## config.mk

```make
export PLATFORM = sky130hd
export DESIGN_NAME = i2c_ptr_slave
export DESIGN_NICKNAME = d
export VERILOG_FILES = /design/src/rtl/i2c_ptr_slave.sv
export SDC_FILE = /design/constraint.sdc
export NUM_CORES = 1
export LEC_CHECK = 0
export ABC_AREA = 1
export BUFFER_PORTS_ARGS = -buffer_cell sky130_fd_sc_hd__buf_2
export CORE_AREA = 2 2 110 112
export DETAILED_ROUTE_END_ITERATION = 10
export DIE_AREA = 0 0 112 114
export REMOVE_ABC_BUFFERS = 1
export SYNTH_ARGS = -nofsm -noshare
export SYNTH_HDL_FRONTEND = slang
export SYNTH_SLANG_ARGS = --single-unit
```

## constraint.sdc

```tcl
create_clock -name clk -period 2.7 [get_ports clk]
set_input_delay 0.135 -clock clk [delete_from_list [all_inputs] [get_ports clk]]
set_output_delay 0.135 -clock clk [all_outputs]
set_load 0.03 [all_outputs]
```

## src/rtl/i2c_ptr_slave.sv

```systemverilog
module i2c_ptr_slave #(
  parameter logic [6:0] DEV_ADDR = 7'h5D
) (
  input  logic        clk,
  input  logic        rst_n,
  input  logic        scl_i,
  input  logic        sda_i,
  output logic        sda_oe,
  output logic [15:0] mem_addr,
  output logic [7:0]  mem_wdata,
  output logic        mem_we,
  output logic        mem_re,
  input  logic [7:0]  mem_rdata
);
  localparam logic [3:0] BYTE_BITS = 4'd8;

  typedef enum logic [2:0] {S_IDLE, S_DEV, S_PH, S_PL, S_WD, S_RLD, S_RD, S_RACK} st_t;

  st_t         st;
  logic [2:0]  scl_q, sda_q;
  logic [7:0]  sh;
  logic [3:0]  bitcnt;
  logic [15:0] ptr;
  logic        ack_drv, rw, inc, re_q;

  wire scl_rise = scl_q[1] & ~scl_q[2];
  wire scl_fall = ~scl_q[1] & scl_q[2];
  wire scl_high = scl_q[1] & scl_q[2];
  wire start_c  = scl_high & ~sda_q[1] & sda_q[2];
  wire stop_c   = scl_high & sda_q[1] & ~sda_q[2];
  wire rx_st    = (st == S_DEV) || (st == S_PH) || (st == S_PL) || (st == S_WD);

  assign mem_addr = ptr;
  assign sda_oe   = ack_drv | ((st == S_RD) & ~sh[7]);

  always_ff @(posedge clk) begin
    if (!rst_n) begin
      scl_q     <= 3'b111;
      sda_q     <= 3'b111;
      st        <= S_IDLE;
      sh        <= 8'h00;
      bitcnt    <= 4'd0;
      ptr       <= 16'h0000;
      ack_drv   <= 1'b0;
      rw        <= 1'b0;
      inc       <= 1'b0;
      re_q      <= 1'b0;
      mem_we    <= 1'b0;
      mem_re    <= 1'b0;
      mem_wdata <= 8'h00;
    end else begin
      scl_q  <= {scl_q[1:0], scl_i};
      sda_q  <= {sda_q[1:0], sda_i};
      mem_we <= 1'b0;
      mem_re <= 1'b0;
      re_q   <= mem_re;
      inc    <= 1'b0;
      if (inc) ptr <= ptr + 16'd1;

      if (start_c) begin
        st      <= S_DEV;
        bitcnt  <= 4'd0;
        ack_drv <= 1'b0;
      end else if (stop_c) begin
        st      <= S_IDLE;
        ack_drv <= 1'b0;
      end else if (rx_st) begin
        if (scl_rise && !ack_drv && bitcnt != BYTE_BITS) begin
          sh     <= {sh[6:0], sda_q[1]};
          bitcnt <= bitcnt + 4'd1;
        end else if (scl_fall && ack_drv) begin
          ack_drv <= 1'b0;
          bitcnt  <= 4'd0;
          case (st)
            S_DEV: if (rw) begin
                     st     <= S_RLD;
                     mem_re <= 1'b1;
                   end else st <= S_PH;
            S_PH:    st <= S_PL;
            S_PL:    st <= S_WD;
            default: st <= S_WD;
          endcase
        end else if (scl_fall && bitcnt == BYTE_BITS) begin
          if (st == S_DEV) begin
            if (sh[7:1] == DEV_ADDR) begin
              ack_drv <= 1'b1;
              rw      <= sh[0];
            end else st <= S_IDLE;
          end else begin
            ack_drv <= 1'b1;
            if (st == S_PH)      ptr[15:8] <= sh;
            else if (st == S_PL) ptr[7:0]  <= sh;
            else begin
              mem_we    <= 1'b1;
              mem_wdata <= sh;
              inc       <= 1'b1;
            end
          end
        end
      end else begin
        case (st)
          S_RLD: if (re_q) begin
                   sh     <= mem_rdata;
                   bitcnt <= 4'd0;
                   st     <= S_RD;
                 end
          S_RD: if (scl_rise) bitcnt <= bitcnt + 4'd1;
                else if (scl_fall) begin
                  if (bitcnt == BYTE_BITS) begin
                    st  <= S_RACK;
                    inc <= 1'b1;
                  end else sh <= {sh[6:0], 1'b1};
                end
          S_RACK: if (scl_rise && sda_q[1]) st <= S_IDLE;
                  else if (scl_fall) begin
                    st     <= S_RLD;
                    mem_re <= 1'b1;
                  end
          default: ;
        endcase
      end
    end
  end
endmodule

```

==> impl_results.md <==
* Fin. Hold Viols at 0
* Leak Pwr at 1.42 nW
* Warnings, synthesis at 0
* Syn-to-layout area delta at 16.5%
* Detailed-placement wirelength estimate at 5820 um
* Worst Clk Skew at 5.26 ps
* Sequential share of power at 0.334
* P_int at 1.67 mW
* Global-route wire length before repair at 12400 um
* Flops & latches, synth at 51
* Top FF cell, synth: dfxtp_1
* Final Setup Violations at 0
* TritonRoute pass-1 iters at 4
* DR DRC count at 0
* Register clock-pin slew on the reported worst setup and hold paths at 70 ps
* Most frequent cells in the layout: nand2_1 (75), dfxtp_1 (51), inv_1 (42)
* Post-synth EDFFs at 0
* Post-CTS Hold Buffers at 0
* Initial Utilization at 0.242
* Final #Nets at 445
* Die width at 112 um
* CTS root buffer: clkbuf_16
* Synth Instances at 392
* Htree depth at 2
* Async SR Flop Fraction at 0
* Number of global-route vias before repair at 2512
* FP Rows at 40
* Switching Share at 0.448
* HP Class: primary input to register
* Unrepaired setup endpoints after global routing: no
* CTS max path bufs at 2
* Total CTS buffers at 5
* Post-CTS Resized at 0
* Final ANT Viol Nets at 0
* Clock power share at 0.210
* Initial DRC Count at 139
* Crit path DAT at 2330 ps
* R2r startpoint: bitcnt[0]$_SDFFE_PP0P_
* DIE AREA at 0.0128 mm^2
* Register area at 0.00102 mm^2
* Vias at 2633
* Comb pwr share at 0.455
* Reg2Reg Depth at 9
* Core footprint at 0.0117 mm^2
* Hold path endpoint: sda_q[0]$_SDFF_PN1_
* Tcrit/Tclk final at 0.807
* CP max FO at 14
* Wirelength per Cell at 13.2 um
* CP Capture Type: register
* Slew Viols, Final at 0
* Power Density at 915 mW/mm^2
* Register area share after synthesis at 0.360
* Post-CTS setup buffer count at 0
* Synth cell types at 39
* Share of cells above drive strength 1 at 0.218
* Avg Cell Area, Syn at 7.24 um^2
* R2R Setup Slk at 520 ps
* Startpoint Class: register
* Hold Startpoint: sda_i
* IO Port Bufs at 38
* Antenna violations before repair at 0
* Critical setup path kind: register to register
* Max Clk Rate at 0.459 GHz
* Maxcap violations at 0
* Vias per Instance at 4.56
* Reg-to-reg critical path endpoint: mem_addr[10]$_SDFF_PN0_
* Total GRT Usage at 0.120
* Hold Crit Depth at 2
* GRT Residual Overflow at 0
* Worst rel slew slack at 0.583
* Ports at 39
* RD Place Congestion at 0.902
* Most common cell after layout, fill and taps aside: nand2_1
* Setup total negative slack at 0 ps
* Final Critical Period at 2180 ps
* Die Ht at 114 um
* Multi-input logic area at 0.00154 mm^2
* Clock Sinks at 51
* Pin count of the biggest net entering global routing at 35
* CTS tree: yes
* Status: completed
* Final WL at 7610 um
* Worst Tran Pin Value at 621 ps
* Critical Path RT at 2860 ps
* Clock Latency Late Sink at 290 ps
* Fill cell count at 1295
* Mapped Area at 0.00284 mm^2
* NetSw at 1.36 mW
* Number of diodes at 0
* Total power at 3.03 mW
* Peak supply drop at 0.389 mV
* Tightest hold margin at 31.6 ps
power by group through the flow:
stage / registers [mW] / clock network [mW] / logic [mW]
after floorplan: 0.980 / 0 / 1.12
after global placement: 1.03 / 0 / 1.37
after detailed placement: 1.02 / 0 / 1.38
after CTS: 1.01 / 0.658 / 1.38
after global routing: 1.02 / 0.688 / 1.54
final: 1.01 / 0.636 / 1.38
how the worst max path moves through the flow:
stage                                      start                       to  slack (ps)  depth (start not counted)
after floorplan           bitcnt[0]$_SDFFE_PP0P_   mem_addr[7]$_SDFF_PN0_         840                          9
after detailed placement  bitcnt[0]$_SDFFE_PP0P_  mem_addr[10]$_SDFF_PN0_         540                          9
after CTS                 bitcnt[0]$_SDFFE_PP0P_  mem_addr[10]$_SDFF_PN0_         520                          9
final                     bitcnt[0]$_SDFFE_PP0P_  mem_addr[10]$_SDFF_PN0_         520                          9
after global routing      bitcnt[0]$_SDFFE_PP0P_  mem_addr[10]$_SDFF_PN0_         250                          9
after global placement        st[2]$_SDFFE_PP0P_       sh[3]$_SDFFE_PN0P_         680                         10
kinds of logic (layout without fill, tap and decap cells):
family | Yosys count | in the layout | synth area share
fa+ha+maj | 3 | 3 | 0.0132
compound gates | 82 | 82 | 0.156
simple gates | 186 | 186 | 0.347
xor+xnor | 9 | 9 | 0.0278
flops | 51 | 51 | 0.360
buf+inv | 61 | 100 | 0.0970
metrics by stage:
step	utilization	cell area, um^2	instances	setup WS (ps)
2_1_floorplan	-	2750	381	837
3_3_place_gp	0.270	3160	570	677
3_5_place_dp	0.270	3160	570	537
4_1_cts	0.282	3310	578	520
5_1_grt	0.282	3310	578	250
6_report	0.282	3310	578	521
synthesized netlist by cell type, types with 8 or more instances:
cell      number  area (um^2)
nand2_1       75          282
dfxtp_1       51         1020
inv_1         42          158
nor2_1        33          124
a21oi_1       29          145
o21ai_0       26          130
nand3_1       20          100
o21ai_1       16         80.1
nor2_2        10         62.6
nand3b_1       8         60.1
nand4_1        8         50.1
nor2_4         8         90.1
sequential cells by signal, indices dropped and copies added, names as in the netlist:
register   cells
mem_addr      16
scl_q          3
sh             8
mem_we         1
bitcnt         4
mem_re         1
ack_drv        1
sda_q          3
st             3
re_q           1
inc            1
mem_wdata      8
rw             1
worst max-delay path, stage by stage (launching register included):
cell and delay, ps:
dfxtp_1 340, inv_1 80, ha_1 140, nand3_1 170
nor2_1 290, nand2_1 160, inv_1 120, nand3_1 350
o21ai_0 340, a31oi_1 70
per-layer routing:
layer	part of all wire	track usage
met1	0.44	0.144
met2	0.50	0.216
met3	0.038	0.0282
met4	0.014	0.0285
met5	0	0
area by class of cell:
class	count	share of cell area
Clock inverter	3	0.00719
Inverter	50	0.0575
Tap cell	147	0.0556
Sequential cell	51	0.309
Timing Repair Buffer	42	0.0666
Clock buffer	5	0.0379
Multi-Input combinational cell	280	0.466
Note: power is estimated with default switching activity, not from simulation.
